===== src/rtl/nibble_pair_latch.sv =====
module nibble_pair_latch #(
  parameter int CW = 8
) (
  input  logic          clk,
  input  logic          rst_n,
  input  logic [2:0]    strap_addr,
  input  logic          frm_valid,
  input  logic [2:0]    frm_addr,
  input  logic [3:0]    frm_nib,
  input  logic [CW-1:0] frm_bitlen,
  input  logic          od_mode,
  input  logic          out_en,
  output logic [7:0]    pin_val,
  output logic [7:0]    pin_en,
  output logic          ack_n
);

  localparam logic [CW-1:0] ONE = CW'(1);

  logic          open_q;
  logic [2:0]    lo_addr_q;
  logic [3:0]    lo_nib_q;
  logic          pend_q;
  logic [7:0]    hold_q;
  logic [CW-1:0] wait_q;
  logic [CW-1:0] alen_q;
  logic [CW-1:0] ack_q;
  logic [7:0]    data_q;

  logic          hit;
  logic          pair_ok;
  logic [CW-1:0] half;
  logic [CW-1:0] alen;

  assign hit     = frm_valid && (frm_addr == strap_addr);
  assign pair_ok = frm_valid && open_q && (frm_addr == lo_addr_q);
  assign half    = ((frm_bitlen >> 1) == '0) ? ONE : (frm_bitlen >> 1);
  assign alen    = (frm_bitlen == '0) ? ONE : frm_bitlen;

  always_ff @(posedge clk or negedge rst_n) begin
    if (!rst_n) begin
      open_q    <= 1'b0;
      lo_addr_q <= '0;
      lo_nib_q  <= '0;
    end else if (frm_valid) begin
      if (!open_q) begin
        if (hit) begin
          open_q    <= 1'b1;
          lo_addr_q <= frm_addr;
          lo_nib_q  <= frm_nib;
        end
      end else begin
        open_q <= 1'b0;
      end
    end
  end

  always_ff @(posedge clk or negedge rst_n) begin
    if (!rst_n) begin
      pend_q <= 1'b0;
      hold_q <= '0;
      wait_q <= '0;
      alen_q <= '0;
      ack_q  <= '0;
      data_q <= '0;
    end else begin
      if (pend_q) begin
        if (wait_q == ONE) begin
          data_q <= hold_q;
          ack_q  <= alen_q;
          pend_q <= 1'b0;
        end else begin
          wait_q <= wait_q - ONE;
          if (ack_q != '0) ack_q <= ack_q - ONE;
        end
      end else if (ack_q != '0) begin
        ack_q <= ack_q - ONE;
      end
      if (pair_ok) begin
        pend_q <= 1'b1;
        hold_q <= {frm_nib, lo_nib_q};
        wait_q <= half;
        alen_q <= alen;
      end
    end
  end

  assign ack_n   = (ack_q == '0);
  assign pin_val = od_mode ? 8'h00 : data_q;
  assign pin_en  = od_mode ? data_q : {8{out_en}};

  p_drop_no_load_r2: assert property (@(posedge clk) disable iff (!rst_n)
    (frm_valid && open_q && frm_addr != lo_addr_q && !pend_q) |=> (!pend_q && !open_q));

  p_foreign_ignored_r3: assert property (@(posedge clk) disable iff (!rst_n)
    (frm_valid && !open_q && frm_addr != strap_addr) |=> !open_q);

  p_ack_starts_r4: assert property (@(posedge clk) disable iff (!rst_n)
    (pend_q && wait_q == ONE) |=> !ack_n);

  p_ack_quiet_r4: assert property (@(posedge clk) disable iff (!rst_n)
    (ack_n && !pend_q) |=> ack_n);

  p_load_only_when_due_r5: assert property (@(posedge clk) disable iff (!rst_n)
    !(pend_q && wait_q == ONE) |=> $stable(data_q));

  p_open_needs_strap_r9: assert property (@(posedge clk) disable iff (!rst_n)
    $rose(open_q) |-> (lo_addr_q == $past(strap_addr)));

endmodule


===== config.mk =====
export PLATFORM = sky130hd
export DESIGN_NAME = nibble_pair_latch
export DESIGN_NICKNAME = d
export VERILOG_FILES = /design/src/rtl/nibble_pair_latch.sv
export SDC_FILE = /design/constraint.sdc
export NUM_CORES = 1
export LEC_CHECK = 0
export ABC_AREA = 1
export BUFFER_PORTS_ARGS = -buffer_cell sky130_fd_sc_hd__buf_2
export CAP_MARGIN = 15
export CORE_MARGIN = 5
export CORE_UTILIZATION = 55
export CTS_CLUSTER_DIAMETER = 50
export DETAILED_ROUTE_END_ITERATION = 8
export PLACE_DENSITY = 0.78
export SLEW_MARGIN = 10
export SYNTH_ARGS = -nofsm -noshare
export SYNTH_HDL_FRONTEND = slang
export SYNTH_SLANG_ARGS = --single-unit

===== constraint.sdc =====
create_clock -name clk -period 1.5 [get_ports clk]
set_input_delay 0.15 -clock clk [delete_from_list [all_inputs] [get_ports clk]]
set_output_delay 0.15 -clock clk [all_outputs]
set_load 0.005 [all_outputs]

==> qor.yml, run 1 <==
layout:
  drive_gt1_frac: 0.2280
  nets: 392
  n_antenna_cell: 0
  fin_area_um2: 2987
  synthToLayoutAreaGrowth_pct: 16.27
grt:
  gr-usage-all-layers: 0.1736
  grt.overflow.total: 0
  grt_pass1_vias: 1983
  grt_max_degree: 50
  grt_first_pass_wirelength_um: 8611
  antenna_found_initial: 0
sta:
  finalSetupViolCount: 0
  holdWs_ps: 49.43
  hold_violations: 0
  period_share: 0.9465
  timing.final.ws_setup_ps: 80.32
  fmax_ghz: 0.7044
  worst-slew-pin-transition_ps: 437.8
  slew_headroom: 0.7074
  maxSlewViolCount: 0
  skew_ps: 3.883
  layout_min_cycle_time_ps: 1420
  rsz0062_at_grt: "true"
yosys:
  syn_nets: 345
  synthDistinctLibCells: 28
  avgSynthCellArea_um2: 8.078
  ys_warn_count: 0
  syn_area_um2: 2569
  syn_inst: 318
  ys_ff_latch: 49
  yosysSeqAreaShare: 0.4774
floorplan:
  rows: 24
  coreArea_um2: 4444
  dieWidth_um: 78.34
  start_util: 0.5780
  die_y_um: 78.34
  io_pins: 40
  die-area_um2: 6137
placed_design:
  io_buffer_count: 39
  dp_slack_ps: 77.13
  post-dp-hpwl_um: 3620
  postPlaceCellArea_um2: 2825
  place_congestion: 0.8366
route:
  antenna_left: 0
  drtIter0Drc: 142
  vias_per_cell: 5.151
  drt_pass1_iterations: 4
  wl_per_cell_um: 12.10
  drc_errors: 0
  via_count: 2143
  drt_wl_total_um: 5033
cts:
  cts_tree: "done"
  numCtsBuffers: 5
  cts_sinks: 49
  path_clk_slew_ps: 80
  clock_latency_ps: 300
  cts_root_buf: "clkbuf_8"
  cts_buffer_depth: 2
  htreeDepth: 2
power:
  ir_drop_uv: 821.5
  total_power_mw: 4.721
  power_density_nw_per_um2: 1581
  p_leak_nw: 1.590
worst_setup_path:
  cp.arrival_ps: 1610
  cp-endpoint: "data_q[3]"
  worstPathRequired_ps: 1690
  crit_start: "wait_q[1]"
  r2r_slack_ps: 80
  reg2reg_from: "wait_q[1]"
  crit_fanout: 11
  end_kind: "flop"
  critPathLaunchType: "flop"
  r2r_cells: 8
  crit_type: "reg2reg"
  r2r_end: "data_q[3]"
job:
  maxCapViolCount: 0
outcome:
  status: "finished clean"
worst_hold_path:
  min_path_type: "in2reg"
[worst max-delay path, stage by stage (launching register included)]
cell	delay [ps]
dfrtp_1	400
inv_1	80
ha_1	160
nand3_2	130
nor2_4	160
nand2_4	100
clkinv_8	90
clkbuf_16	150
o21ai_2	50
[where the power goes]
group / switching (mW) / total, mW / internal [mW]
registers: 0.399 / 2.23 / 1.83
logic: 1.03 / 1.77 / 0.746
clock network: 0.407 / 0.715 / 0.307
total: 1.83 / 4.72 / 2.89
[Yosys cell counts, drive strengths merged]
cell type	count	area, um^2
o21bai	1	7.510
nand4	3	18.77
o21ai	36	206.5
ha	4	50.05
xor2	3	26.28
nor2	32	152.6
buf	8	71.31
clkinv	2	13.76
a21oi	1	5.000
xnor2	6	52.55
nand2	109	446.7
nand3	29	150.1
nor3	1	10.01
nand3b	1	7.510
dfrtp	49	1226
inv	33	123.9
[registers in the layout, summed over array words and instances (netlist names)]
register / flops
pend_q: 1
data_q: 8
alen_q: 8
lo_nib_q: 4
hold_q: 8
wait_q: 8
lo_addr_q: 3
open_q: 1
ack_q: 8
[cells by family (layout without fill, tap and decap cells)]
family,Yosys count,count (layout),share of synthesized area
simple gates,175,175,0.3059
flops,49,49,0.4774
buf+inv,43,89,0.08134
compound gates,38,38,0.08524
xor+xnor,9,9,0.03069
fa+ha+maj,4,4,0.01948
[cell usage in the layout (no fill, tap or decap)]
master         synthesis  routed
a21oi_1                1       1
buf_12                 1       3
buf_2                  5      39
buf_4                  0       4
clkbuf_16              0       1
clkbuf_8               0       5
clkinv_2               1       2
clkinv_8               0       1
dfrtp_1               49      49
dlygate4sd3_1          0       1
ha_1                   4       4
inv_1                 32      32
inv_2                  1       1
nand2_1              100     100
nand2_2                6       6
nand2_4                3       3
nand3_1               28      28
nand3_2                1       1
nand3b_1               1       1
nand4_1                3       3
nor2_1                25      23
nor2_2                 4       4
nor2_4                 3       5
nor3_2                 1       1
o21ai_0               17      17
o21ai_1               12      12
o21ai_2                7       6
o21ai_4                0       1
o21bai_1               1       1
xnor2_1                6       6
xor2_1                 3       3
[stage by stage]
stage	util	setup TNS (ps)	std cells
after detailed placement	0.6357	0	405
after global routing	0.6720	-17.89	416
after CTS	0.6563	0	412
after floorplan	-	0	318
after global placement	0.6357	0	405
final	0.6720	0	416
[metal layers]
metal	global-route usage	part of all wire	wire length, um	up-vias
li1	-	-	-	1091
met1	0.2289	0.45	2267	995
met2	0.2928	0.49	2488	51
met4	0.04196	0.0083	42	0
met3	0.03890	0.046	234	6
met5	0	0	0	-
[how the worst min path moves through the flow]
stage / start / endpoint / slack (ps) / cells after the start
2_1_floorplan: rst_n / ack_q[0] / -150 / 0
3_3_place_gp: rst_n / open_q / 150 / 2
3_5_place_dp: rst_n / open_q / 150 / 2
4_1_cts: frm_valid / open_q / 50 / 2
5_1_grt: frm_valid / open_q / 70 / 2
6_report: frm_valid / open_q / 50 / 2
[timing repair]
item	CTS	global route
hold buffers	1	0
hold endpoints to repair	49	0
buffers inserted	0	3
gates cloned	0	1
endpoints found under the setup margin	1	21
pin swaps	0	3
gates resized for setup	2	5
[cell type report]
cell class / instances / area [um^2]
clock inverter: 1 / 5.005
tap: 52 / 65.06
fill: 365 / 1458
multi-input combinational: 226 / 1156
clock buffer: 5 / 68.82
timing repair buffer: 48 / 320.3
sequential: 49 / 1226
inverter: 35 / 145.1
No activity file was read; power rests on OpenSTA's default activity.
==> run 2, diff against run 1 <==
- clock period: 1.5 -> 1.6 ns (I/O delays scaled with it)
==> run 2 against run 1 <==
- first-iteration DRC count fell by 17%
- count of clock-buffer cells in the layout rose by 2
- final cell count fell by 0.24%
- die area did not move
- wire length rose by 1.6%
- sequential cell count did not move
- combinational power fell by 9%
- non-clock buffer count fell by 3
- critical path type unchanged
==> qor.yml, run 2 (synthesis gave the netlist of run 1 again) <==
grt:
  antenna_found_initial: 0  # unchanged
  grt_max_degree: 50  # unchanged
  grt.overflow.total: 0  # unchanged
  gr-usage-all-layers: 0.1849  # +0.01128
  grt_pass1_vias: 2044  # +3.1%
  grt_first_pass_wirelength_um: 9114  # +5.8%
layout:
  fin_area_um2: 2957  # -1.0%
  fill_cells: 390  # +6.8%
  fin_cells: 415  # -0.24%
  nets: 389  # -0.77%
  mostFrequentLayoutCells: "nand2_1, dfrtp_1, buf_2"
  synthToLayoutAreaGrowth_pct: 15.10
  layout_commonest_cell: "nand2_1"
  n_antenna_cell: 0  # unchanged
  post-route-util: 0.6653  # -0.006757
  multi_input_area_um2: 1144  # -1.1%
  register_area_um2: 1226  # unchanged
  drive_gt1_frac: 0.2259  # -0.002127
cts:
  numCtsBuffers: 5  # unchanged
  htreeDepth: 2  # unchanged
  cts_root_buf: "clkbuf_8"
  cts_tree: "done"
  cts_sinks: 49  # unchanged
  path_clk_slew_ps: 90  # about the same
  clock_latency_ps: 300  # about the same
  cts_buffer_depth: 2  # unchanged
route:
  antenna_left: 0  # unchanged
  wl_per_cell_um: 12.32  # +1.8%
  vias_per_cell: 4.940  # -4.1%
  drc_errors: 0  # unchanged
  drt_pass1_iterations: 4  # unchanged
  via_count: 2050  # -4.3%
  drt_wl_total_um: 5113  # +1.6%
  drtIter0Drc: 118  # -17%
job:
  maxCapViolCount: 0  # unchanged
worst_setup_path:
  reg2reg_from: "wait_q[1]"
  crit_fanout: 13  # +2
  critPathLaunchType: "flop"
  r2r_cells: 9  # +1
  crit_path_cell_trace: "inv_1, ha_1, nand3_2, nor2_4, nand2_4, clkinv_4, buf_12, nand2_1, nand2_1"
  cp-endpoint: "ack_q[2]"
  crit_start: "wait_q[1]"
  path_common_cell: "nand2_1"
  end_kind: "flop"
  r2r_slack_ps: 120  # +40 ps
  crit_type: "reg2reg"
  critPathSlowestCell: "dfrtp_1"
  cp.arrival_ps: 1720  # +110 ps
  crit_buf_inv: 3  # unchanged
  worstPathRequired_ps: 1840  # +150 ps
  r2r_end: "ack_q[2]"
  cp.depth: 9  # +1
  cpPeakStageDelay_ps: 410  # about the same
  cp_top_family: "simple AND/OR/NAND/NOR gates"
sta:
  slew_headroom: 0.7019  # -0.005489
  finalSetupViolCount: 0  # unchanged
  skew_ps: 6.460  # +2.578 ps
  layout_min_cycle_time_ps: 1478  # +58.54 ps
  fmax_ghz: 0.6765  # -4.0%
  tns_ps: 0  # unchanged
  maxSlewViolCount: 0  # unchanged
  timing.final.ws_setup_ps: 121.8  # +41.46 ps
  period_share: 0.9239  # -0.02257
  rsz0062_at_grt: "false"
  worst-slew-pin-transition_ps: 446.1  # +8.213 ps
  holdWs_ps: 60.30  # +10.88 ps
  hold_violations: 0  # unchanged
placed_design:
  place_congestion: 0.8601  # +2.8%
  io_buffer_count: 39  # unchanged
  dp.cells: 405  # unchanged
  post-dp-hpwl_um: 3747  # +3.5%
  dp_slack_ps: 150.8  # +73.64 ps
  postPlaceCellArea_um2: 2813  # -0.44%
floorplan:
  start_util: 0.5780  # unchanged
  die-area_um2: 6137  # unchanged
  die_y_um: 78.34  # unchanged
  rows: 24  # unchanged
  io_pins: 40  # unchanged
  coreArea_um2: 4444  # unchanged
  dieWidth_um: 78.34  # unchanged
power:
  total_power_mw: 4.626  # -2.0%
  power_density_nw_per_um2: 1565  # -1.0%
  ir_drop_uv: 746.8  # -9.1%
  p_leak_nw: 1.576  # -0.90%
worst_hold_path:
  hold_depth: 2  # unchanged
  min_path_type: "in2reg"
outcome:
  status: "finished clean"
## run 2: layer usage
metal,track usage,vias to the layer above,wire length (um)
met5,0,-,0
met4,0.05594,0,63
met3,0.04005,6,184
met2,0.3134,27,2433
met1,0.2384,934,2432
li1,-,1083,-
## run 2: cell type report
cell class,instances,area share
Tap cell,52,0.02201
Clock buffer,7,0.02920
Clock inverter,1,0.01016
Timing Repair Buffer,45,0.09056
Inverter,35,0.04655
Sequential cell,49,0.4147
Multi-Input combinational cell,226,0.3868
## run 2: worst min-delay path by stage
stage                    from        to  slack [ps]
floorplan               rst_n  ack_q[0]        -140
finish              frm_valid    open_q          60
CTS                 frm_valid    open_q          50
detailed placement      rst_n    open_q         170
global placement        rst_n    open_q         160
global route        frm_valid    open_q          70
## run 2: what timing repair did
action,4_1_cts,5_1_grt
hold buffers,1,0
endpoints found under the hold margin,49,0
endpoints found under the setup margin,1,1
setup buffers,0,1
pin swaps,0,1
cloned,0,0
gates resized for setup,2,2
## run 2: power breakdown
group | total [mW] | switching [mW] | internal (mW)
Sequential | 2.10 | 0.383 | 1.72
Combinational | 1.61 | 0.944 | 0.669
Clock | 0.911 | 0.401 | 0.510
